--- config.mk ---
export PLATFORM = sky130hd
export DESIGN_NAME = cr_ctl_unit
export DESIGN_NICKNAME = d
export VERILOG_FILES = /design/src/rtl/cr_pkg.sv /design/src/rtl/cr_decode.sv /design/src/rtl/cr_mainreg.sv /design/src/rtl/cr_auxbank.sv /design/src/rtl/cr_ctl_unit.sv
export SDC_FILE = /design/constraint.sdc
export NUM_CORES = 1
export LEC_CHECK = 0
export BUFFER_PORTS_ARGS = -buffer_cell sky130_fd_sc_hd__buf_2
export CAP_MARGIN = 20
export CELL_PAD_IN_SITES_DETAIL_PLACEMENT = 1
export CELL_PAD_IN_SITES_GLOBAL_PLACEMENT = 1
export CORE_ASPECT_RATIO = 0.7
export CORE_MARGIN = 5
export CORE_UTILIZATION = 38
export CTS_CLUSTER_SIZE = 30
export DETAILED_ROUTE_END_ITERATION = 8
export HOLD_SLACK_MARGIN = 0.05
export PLACE_DENSITY_LB_ADDON = 0.1
export SLEW_MARGIN = 20
export SYNTH_ARGS = -nofsm -noshare
export SYNTH_HDL_FRONTEND = slang
export SYNTH_HIERARCHICAL = 1
export SYNTH_SLANG_ARGS = --single-unit
export TNS_END_PERCENT = 10
--- constraint.sdc ---
create_clock -name clk -period 1.7 [get_ports clk]
set_input_delay 0.17 -clock clk [delete_from_list [all_inputs] [get_ports clk]]
set_output_delay 0.17 -clock clk [all_outputs]
set_load 0.005 [all_outputs]
--- src/rtl/cr_pkg.sv ---
package cr_pkg;
  localparam int CR_W   = 32;
  localparam int FLAG_W = 4;
  localparam int SEL_W  = 2;
  localparam int AUX_N  = (1 << SEL_W) - 1;

  localparam logic [7:0] PFX_ED = 8'hED;
  localparam logic [7:0] PFX_DD = 8'hDD;
  localparam logic [7:0] PFX_FD = 8'hFD;

  localparam logic [7:0] OP_LDHL = 8'hC8;
  localparam logic [7:0] OP_SET  = 8'hF7;
  localparam logic [7:0] OP_CLR  = 8'hFF;
  localparam logic [7:0] OP_TST  = 8'hCF;
  localparam logic [7:0] OP_RDA  = 8'hD0;
  localparam logic [7:0] OP_WRA  = 8'hD8;
  localparam logic [7:0] OP_IMM  = 8'hDA;

  localparam int B_LOCK = 1;
  localparam int B_LW   = 6;
  localparam int B_XM   = 7;

  typedef enum logic [3:0] {
    K_LDHL, K_SETLK, K_SETLW, K_SETXM, K_CLRLK, K_CLRLW,
    K_BTST, K_MTST, K_AUXRD, K_AUXWR, K_AUXIM, K_ILL
  } kind_e;

  typedef struct packed {
    kind_e            kind;
    logic [SEL_W-1:0] sel;
  } dec_t;
endpackage

--- src/rtl/cr_decode.sv ---
module cr_decode
  import cr_pkg::*;
(
  input  logic [7:0] pfx_i,
  input  logic [7:0] code_i,
  output dec_t       dec_o
);
  logic aux_form;
  assign aux_form = (pfx_i[7:6] == 2'b11) && (pfx_i[3:0] == 4'b1101) &&
                    (pfx_i[5:4] != 2'b00);

  always_comb begin
    dec_o.kind = K_ILL;
    dec_o.sel  = pfx_i[5:4];
    case (code_i)
      OP_LDHL: if (pfx_i == PFX_ED) dec_o.kind = K_LDHL;
      OP_SET: begin
        if (pfx_i == PFX_ED)      dec_o.kind = K_SETLK;
        else if (pfx_i == PFX_DD) dec_o.kind = K_SETLW;
        else if (pfx_i == PFX_FD) dec_o.kind = K_SETXM;
      end
      OP_CLR: begin
        if (pfx_i == PFX_ED)      dec_o.kind = K_CLRLK;
        else if (pfx_i == PFX_DD) dec_o.kind = K_CLRLW;
      end
      OP_TST: begin
        if (pfx_i == PFX_ED)      dec_o.kind = K_BTST;
        else if (pfx_i == PFX_DD) dec_o.kind = K_MTST;
      end
      OP_RDA: if (aux_form) dec_o.kind = K_AUXRD;
      OP_WRA: if (aux_form) dec_o.kind = K_AUXWR;
      OP_IMM: if (aux_form) dec_o.kind = K_AUXIM;
      default: dec_o.kind = K_ILL;
    endcase
  end
endmodule

--- src/rtl/cr_mainreg.sv ---
module cr_mainreg
  import cr_pkg::*;
(
  input  logic              clk,
  input  logic              rst_n,
  input  logic              fire_i,
  input  kind_e             kind_i,
  input  logic [CR_W-1:0]   hl_i,
  output logic [CR_W-1:0]   ctl_q,
  output logic [FLAG_W-1:0] flag_q
);
  logic [CR_W-1:0]   ctl_n;
  logic [FLAG_W-1:0] flag_n;

  always_comb begin
    ctl_n  = ctl_q;
    flag_n = flag_q;
    case (kind_i)
      K_LDHL: begin
        ctl_n[15:8] = hl_i[15:8];
        ctl_n[0]    = hl_i[0];
        if (ctl_q[B_LW]) ctl_n[31:16] = hl_i[31:16];
        else             ctl_n[31:16] = {hl_i[15:8], hl_i[15:8]};
      end
      K_SETLK: ctl_n[B_LOCK] = 1'b1;
      K_SETLW: ctl_n[B_LW]   = 1'b1;
      K_SETXM: ctl_n[B_XM]   = 1'b1;
      K_CLRLK: ctl_n[B_LOCK] = 1'b0;
      K_CLRLW: ctl_n[B_LW]   = 1'b0;
      K_BTST:  flag_n = {ctl_q[16], ctl_q[24], ctl_q[0], ctl_q[8]};
      K_MTST:  flag_n = {ctl_q[B_XM], ctl_q[B_LW], flag_q[1], ctl_q[B_LOCK]};
      default: ;
    endcase
  end

  always_ff @(posedge clk or negedge rst_n) begin
    if (!rst_n) begin
      ctl_q  <= '0;
      flag_q <= '0;
    end else if (fire_i) begin
      ctl_q  <= ctl_n;
      flag_q <= flag_n;
    end
  end
endmodule

--- src/rtl/cr_auxbank.sv ---
module cr_auxbank
  import cr_pkg::*;
#(
  parameter int AUX_W = 8
) (
  input  logic                   clk,
  input  logic                   rst_n,
  input  logic                   fire_i,
  input  kind_e                  kind_i,
  input  logic [SEL_W-1:0]       sel_i,
  input  logic [AUX_W-1:0]       acc_i,
  input  logic [AUX_W-1:0]       imm_i,
  output logic [AUX_N*AUX_W-1:0] bank_o,
  output logic [AUX_W-1:0]       acc_q
);
  logic [AUX_W-1:0] rd_val;

  for (genvar k = 0; k < AUX_N; k++) begin : g_reg
    logic [AUX_W-1:0] r_q;
    logic             hit;
    assign hit = fire_i && (sel_i == SEL_W'(k + 1));
    always_ff @(posedge clk or negedge rst_n) begin
      if (!rst_n)                     r_q <= '0;
      else if (hit && kind_i == K_AUXWR) r_q <= acc_i;
      else if (hit && kind_i == K_AUXIM) r_q <= imm_i;
    end
    assign bank_o[k*AUX_W +: AUX_W] = r_q;
  end

  always_comb begin
    rd_val = '0;
    for (int k = 0; k < AUX_N; k++)
      if (sel_i == SEL_W'(k + 1)) rd_val = bank_o[k*AUX_W +: AUX_W];
  end

  always_ff @(posedge clk or negedge rst_n) begin
    if (!rst_n)                              acc_q <= '0;
    else if (fire_i && kind_i == K_AUXRD)    acc_q <= rd_val;
  end
endmodule

--- src/rtl/cr_ctl_unit.sv ---
module cr_ctl_unit
  import cr_pkg::*;
#(
  parameter int AUX_W = 8
) (
  input  logic                   clk,
  input  logic                   rst_n,
  input  logic                   ins_valid_i,
  output logic                   ins_ready_o,
  input  logic [7:0]             pfx_i,
  input  logic [7:0]             code_i,
  input  logic [AUX_W-1:0]       imm_i,
  input  logic [31:0]            hl_i,
  input  logic [AUX_W-1:0]       acc_i,
  output logic [31:0]            ctl_o,
  output logic [3*AUX_W-1:0]     aux_o,
  output logic [3:0]             flag_o,
  output logic [AUX_W-1:0]       acc_o,
  output logic                   done_o,
  output logic                   illegal_o
);
  dec_t dec;
  logic accept, fire;

  assign ins_ready_o = 1'b1;
  assign accept      = ins_valid_i && ins_ready_o;
  assign fire        = accept && (dec.kind != K_ILL);

  cr_decode u_dec (.pfx_i(pfx_i), .code_i(code_i), .dec_o(dec));

  cr_mainreg u_main (
    .clk(clk), .rst_n(rst_n), .fire_i(fire), .kind_i(dec.kind),
    .hl_i(hl_i), .ctl_q(ctl_o), .flag_q(flag_o)
  );

  cr_auxbank #(.AUX_W(AUX_W)) u_aux (
    .clk(clk), .rst_n(rst_n), .fire_i(fire), .kind_i(dec.kind),
    .sel_i(dec.sel), .acc_i(acc_i), .imm_i(imm_i),
    .bank_o(aux_o), .acc_q(acc_o)
  );

  always_ff @(posedge clk or negedge rst_n) begin
    if (!rst_n) begin
      done_o    <= 1'b0;
      illegal_o <= 1'b0;
    end else begin
      done_o    <= accept;
      illegal_o <= accept && (dec.kind == K_ILL);
    end
  end
endmodule

==> run metrics, run 1 <==
Sink Count=66; Routed wire per std cell=17.42 µm; H-tree depth=3; Switching Fraction=between 20% and 30%; ant diodes=0; Power Density=between 700 and 800 nW/µm²; Total Nets Final=523; max-slew violations=0; Post-Synthesis Cells=between 200 and 300; CP startpoint kind=input port; clock transition at the registers of the reported paths=60 ps; Post-Route Setup TNS=-34180 ps; Initial Util=39.22%; Fillers=about 1000; Avg Cell Area, Syn=between 10 and 15 µm²; largest area contributor in the netlist=dfrtp_1; unrepaired setup endpoints after global routing=yes; Max IR drop VDD=432.5 µV; clock power share=a little over 50%; skew final=~4.1 ps; total global routing overflow=0; top area cells in the synthesized netlist=dfrtp_1, mux2_2, mux2_4; Die H=between 90 and 100 µm; flops & latches, synth=66; die area=~11000 µm²; Root Driver=clkbuf_16; Psw=862.4 µW; vias in the first global route=3212; met2 Usage GRT=between 30% and 40%; # IOs=between 100 and 150; DR vias/cell=between 4 and 5; status=complete, but fails checks; initial antenna violation count=0; Primary FF master, synth=dfrtp_1; final core utilization=between 50% and 60%; Post-synth EDFFs=0; maxcap violations=0; Final WS setup=-657.5 ps; DRC Markers=0; half-perimeter wire length after placement=7556 µm; Fmax=about 420 MHz; number of distinct library cells after synthesis=55; CP Class=in2reg; internal power component=slightly below 3000 µW; RePlAce Congestion=approximately 0.85; met1 usage=about 23%; Port Buffers=~130; failing checks=setup timing; sequential fraction of design power=between 40% and 50%; Netlist Area Pre-Place=3572 µm²; Die X=~130 µm; fin crit share=138.7%; Pre-antenna DRT Iters=4; CTS buffer count=9; # setup viols final=64; ys async rst share=100.0%; worst reg2reg path startpoint=u_aux/g_reg[2].r_q[6]$_DFFE_PN0P_; synth cell count leaders=dfrtp_1, mux2_2, nand2_1; Core Area=9107 µm²; routed wire length=roughly 10000 µm; synth warn=6; post-synth top area share=a little under half; CTS tree=done; Layout Area Growth over Synthesis=40.88%; Critical Path AT=2580 ps; LEAKAGE=0.002783 µW; via count=roughly 2900; Hold WC Path Type=in2reg; Hold Startpoint=ins_valid_i; remaining antenna violation count=0; GR peak layer=met2; top-count cell post-synth=dfrtp_1; flop2flop setup slack=~440 ps; shortest period the worst path allows=between 2000 and 2500 ps; routing usage on met3=5.337%; sequential area share after synthesis=between 40% and 50%; Crit Path Max Fanout=25; Total GRT Usage=around 18%; Max Root-Sink Buffers=2; first-pass GRT wire length=about 17000 µm; CP Capture Type=flop; ratio of cells with drive above 1 in the final layout=between 50% and 60%; largest net degree at the start of global routing=67; worst skew pair latency=between 300 and 400 ps; Site Rows=29; Req. time, crit path=1920 ps; Final Hold Fails=0; critical path startpoint=code_i[0]; power share of the combinational group=7.5%; DRT iter0 DRCs=between 100 and 150
## cells in the final DEF (no fill, tap or decap), types with 4 or more instances in the layout
cell	synthesis	final
a22o_1	8	8
a32o_1	8	6
buf_2	3	121
buf_4	9	35
buf_6	1	4
clkbuf_16	0	9
conb_1	2	5
dfrtp_1	66	66
inv_1	4	4
mux2_2	46	45
mux2_4	20	21
nand2_1	42	42
nand2b_1	9	9
nor2_1	7	7
o21ai_0	7	4
## power groups by stage
| stage | Sequential (µW) | Clock (µW) | Combinational, µW |
|---|---|---|---|
| global placement | 1600 | 0 | 255 |
| global route | 1580 | 2000 | 314 |
| CTS | 1580 | 1930 | 276 |
| finish | 1580 | 1890 | 281 |
| floorplan | 1600 | 0 | 102 |
| detailed placement | 1600 | 0 | 262 |
## worst paths after layout
kind                                                      to  cells past startpoint
setup / recovery                u_main/ctl_q[30]$_DFFE_PN0P_                     11
hold / removal                           illegal_o$_DFF_PN0_                      3
setup reg to reg                  u_aux/acc_q[6]$_DFFE_PN0P_                      3
hold reg to reg                 u_main/flag_q[2]$_DFFE_PN0P_                      2
max in group asynchronous                   done_o$_DFF_PN0_                      3
min in group asynchronous  u_aux/g_reg[2].r_q[2]$_DFFE_PN0P_                      3
## what timing repair did
action | CTS | global route
setup buffers | 2 | 0
endpoints found under the setup margin | 64 | 64
gates resized for setup | 16 | 14
pin swaps | 4 | 5
hold buffers | 2 | 0
hold endpoints to repair | 67 | 0
## logic make-up (layout without fill, tap and decap cells)
| logic type | count (synthesis) | in the layout | share of synthesized area (%) |
|---|---|---|---|
| simple gates | 97 | 97 | 16.04 |
| mux | 69 | 69 | 23.75 |
| flops | 66 | 66 | 46.23 |
| compound gates | 35 | 35 | 8.126 |
| buf+inv | 26 | 186 | 4.903 |
| xor+xnor | 3 | 3 | 0.7357 |
| other cells | 2 | 5 | 0.2102 |
## metrics by stage
| stage | hold WS (ps) | setup slack (ps) | power [µW] | cell area (µm²) | std cells |
|---|---|---|---|---|---|
| final | 69.07 | -657.5 | 3746 | 5032 | 585 |
| after global routing | 70.28 | -735.6 | 3889 | 5032 | 585 |
| after CTS | 66.87 | -651.7 | 3786 | 4975 | 585 |
| after detailed placement | 217.7 | -1071 | 1866 | 4574 | 565 |
| after global placement | 216.7 | -989.6 | 1859 | 4574 | 565 |
| after floorplan | -125.6 | -985.2 | 1706 | 3642 | 301 |
## metal layers
layer	part of all wire, %	routed length, µm
met4	1.3	128
met3	4.9	495
met1	44	4482
met2	50	5087
met5	0	0
## cell type report
cell class                 count  area (µm²)  area share (%)
timing repair buffer         166        1008           20.04
tap                          124       155.1           3.083
clock buffer                  10       239.0           4.749
clock inverter                 6       65.06           1.293
inverter                       4       15.01          0.2984
sequential                    66        1652           32.82
multi-input combinational    209        1898           37.72
## worst max-delay path: stages
cell      delay, ps
buf_8           110
or3b_1          380
a211o_1         310
o211ai_4        120
o221ai_4        140
nand4b_1        150
and2_4          200
nand2b_4         60
or4_4           430
buf_12          200
mux2_4          320
## registers in the layout, indices dropped and copies added (netlist names)
register       flops
u_aux/g.r_q       24
u_main/ctl_q      28
u_main/flag_q      4
done_o             1
illegal_o          1
u_aux/acc_q        8
No activity file was read; power rests on OpenSTA's default activity.
==> run 2, diff against run 1 <==
Settings changed: CAP_MARGIN 20 to 15, RECOVER_POWER from default to 100.
==> run 2 against run 1 <==
Net effect: the run still ends with setup timing left; non-clock buffer count unchanged; clock skew is 1.4 ps lower; final cell count did not move; largest power group unchanged; largest cell class unchanged; wire length barely moved; final area down 1.4%; count of clock-buffer cells in the layout did not move; maximum frequency grew 0.41%; via count is 0.21% higher; first-iteration DRC count decreased by 18%; critical path depth unchanged; register-to-register slack got worse by 50 ps.
==> run metrics, run 2 (synthesis results as in run 1) <==
status=complete, but fails checks (unchanged); failing checks=setup timing (unchanged); # IOs=138 (unchanged); skew final=2.744 ps (was 4.140 ps); largest net degree at the start of global routing=67 (unchanged); remaining antenna violation count=0 (unchanged); Pre-antenna DRT Iters=4 (unchanged); Die H=91.12 µm (unchanged); DR vias/cell=4.988 (was 4.978); filler-free cell count of the finished design=585 (unchanged); reg2reg end=u_main/ctl_q[30]$_DFFE_PN0P_ (was u_aux/acc_q[6]$_DFFE_PN0P_); via count=2918 (was 2912); Critical Path AT=2570 ps (was 2580 ps); Slowest cell on crit path=o41a_4 (was or4_4); Reg with most FFs=u_main/ctl_q (unchanged); normalized max-slew margin=approximately two fifths; power share of the combinational group=7.4% (was 7.5%); Req. time, crit path=1920 ps (about the same); Final WS setup=-647.8 ps (was -657.5 ps); Design Power=3736 µW (was 3746 µW); Hold WC Path Type=in2reg (unchanged); RePlAce Congestion=0.8519 (unchanged); Final Hold Fails=0 (unchanged); initial antenna violation count=0 (unchanged); most frequent cells in the layout=buf_2, dfrtp_1, clkbuf_1, mux2_2, nand2_1 (was buf_2, dfrtp_1, mux2_2, nand2_1, buf_4); DRC Markers=0 (unchanged); most common cell after layout, fill and taps aside=buf_2 (unchanged); first-pass GRT wire length=16660 µm (unchanged); clock power share=50.4% (about the same); Setup crit end=u_main/ctl_q[30]$_DFFE_PN0P_ (unchanged); H-tree depth=3 (unchanged); Die X=125.9 µm (unchanged); fin crit share=138.1% (was 138.7%); CP Class=in2reg (unchanged); total global routing overflow=0 (unchanged); Root Driver=clkbuf_16 (unchanged); Power Density=753.3 nW/µm² (was 744.5 nW/µm²); worst skew pair latency=340 ps (about the same); Port Buffers=125 (unchanged); design area=4960 µm² (was 5032 µm²); largest registers=u_main/ctl_q x28, u_aux/g.r_q x24, u_aux/acc_q x8 (unchanged); # placed instances=565 (unchanged); CTS buffer count=9 (unchanged); Max IR drop VDD=431.8 µV (was 432.5 µV); crit path cell chain=buf_2 -> and4b_1 -> nand3_2 -> buf_4 -> o41a_4 -> nand4b_1 -> and2_4 -> nand2b_4 -> or4_4 -> buf_12 -> mux2_4 (was buf_8 -> or3b_1 -> a211o_1 -> o211ai_4 -> o221ai_4 -> nand4b_1 -> and2_4 -> nand2b_4 -> or4_4 -> buf_12 -> mux2_4); Total GRT Usage=18.33% (unchanged); ratio of cells with drive above 1 in the final layout=49.67% (was 59.65%); clock transition at the registers of the reported paths=60 ps (about the same); Sink Count=66 (unchanged); Switching Fraction=22.92% (was 23.02%); Worst-Margin Slew=roughly 900 ps; routed wire length=10200 µm (was 10190 µm); Routed wire per std cell=17.44 µm (was 17.42 µm); ant diodes=0 (unchanged); Fmax=425.9 MHz (was 424.2 MHz); unrepaired setup endpoints after global routing=yes (unchanged); DRT iter0 DRCs=98 (was 120); sequential fraction of design power=42.2% (was 42.1%); Layout Area Growth over Synthesis=38.84% (was 40.88%); max-slew violations=0 (unchanged); CTS tree=done (unchanged); final core utilization=54.46% (was 55.25%); DP Area=4574 µm² (unchanged); maxcap violations=0 (unchanged); Psw=856.4 µW (was 862.4 µW); shortest period the worst path allows=2348 ps (was 2357 ps); flop2flop setup slack=390 ps (was 440 ps); CP startpoint kind=input port (unchanged); worst-case reg-to-reg path depth=4 (was 3); LEAKAGE=0.002577 µW (was 0.002783 µW); Initial Util=39.22% (unchanged); # setup viols final=64 (unchanged); Largest register FFs=28 (unchanged); die area=11470 µm² (unchanged); half-perimeter wire length after placement=7556 µm (unchanged); Core Area=9107 µm² (unchanged); critical path startpoint=pfx_i[1] (was code_i[0]); Post-Route Setup TNS=-33590 ps (was -34180 ps); Crit Path Max Fanout=25 (unchanged); internal power component=2880 µW (was 2884 µW); CP Capture Type=flop (unchanged); worst reg2reg path startpoint=u_main/ctl_q[6]$_DFFE_PN0P_ (was u_aux/g_reg[2].r_q[6]$_DFFE_PN0P_); Site Rows=29 (unchanged); slowest stage delay, CP=460 ps (was 430 ps); vias in the first global route=3212 (unchanged); Total Nets Final=523 (unchanged); Max Root-Sink Buffers=2 (unchanged)
-- run 2: cell types whose count changed in the layout (fill, tap and decap cells not counted), sizes merged --
cell,previous run,this run
clkbuf,10,58
buf,164,116
-- run 2: worst min-delay path by stage --
stage                            from                                end  slack [ps]  depth (start not counted)
final                     ins_valid_i                illegal_o$_DFF_PN0_          70                          3
after global routing          hl_i[0]        u_main/ctl_q[0]$_DFFE_PN0P_          70                          2
after detailed placement        rst_n  u_aux/g_reg[2].r_q[2]$_DFFE_PN0P_         220                          2
after CTS                 ins_valid_i                illegal_o$_DFF_PN0_          70                          3
after global placement          rst_n         u_aux/acc_q[2]$_DFFE_PN0P_         220                          2
after floorplan                 rst_n                   done_o$_DFF_PN0_        -130                          0
-- run 2: what timing repair did --
item	in CTS	in global routing
hold buffers	2	0
buffers inserted	2	0
resized for setup	16	14
pin swaps	4	5
gates cloned	0	0
hold endpoints to repair	67	0
endpoints found under the setup margin	64	64
-- run 2: critical path: cells and delay by family --
kind                   cells  cell delay (ps)
AOI/OAI and AO/OA          1              460
buffers and inverters      3              450
and+or+nand+nor            6             1160
muxes                      1              310
-- run 2: routing by layer --
metal	wire length, µm	vias to the layer above	track usage (%)
li1	-	1380	-
met4	127	0	5.357
met3	505	12	5.337
met1	4481	1458	22.95
met2	5088	68	30.93
met5	0	-	0
-- run 2: metrics by stage --
step / worst slack [ps] / hold slack [ps]
2_1_floorplan: -985.2 / -125.6
3_3_place_gp: -989.6 / 216.7
3_5_place_dp: -1071 / 217.7
4_1_cts: -651.7 / 66.87
5_1_grt: -735.6 / 70.28
6_report: -647.8 / 69.37
-- run 2: power by group through the flow --
stage	registers, µW	clock network (µW)	logic, µW
floorplan	1600	0	102
global placement	1600	0	255
global route	1580	2000	308
CTS	1580	1930	276
finish	1580	1880	276
detailed placement	1600	0	262
-- run 2: area by class of cell --
| cell class | count | area, µm² |
|---|---|---|
| inverter | 4 | 15.01 |
| clock buffer | 10 | 239.0 |
| fill | 1032 | 4148 |
| timing repair buffer | 166 | 935.9 |
| clock inverter | 6 | 65.06 |
| sequential | 66 | 1652 |
| tap | 124 | 155.1 |
| multi-input combinational | 209 | 1898 |
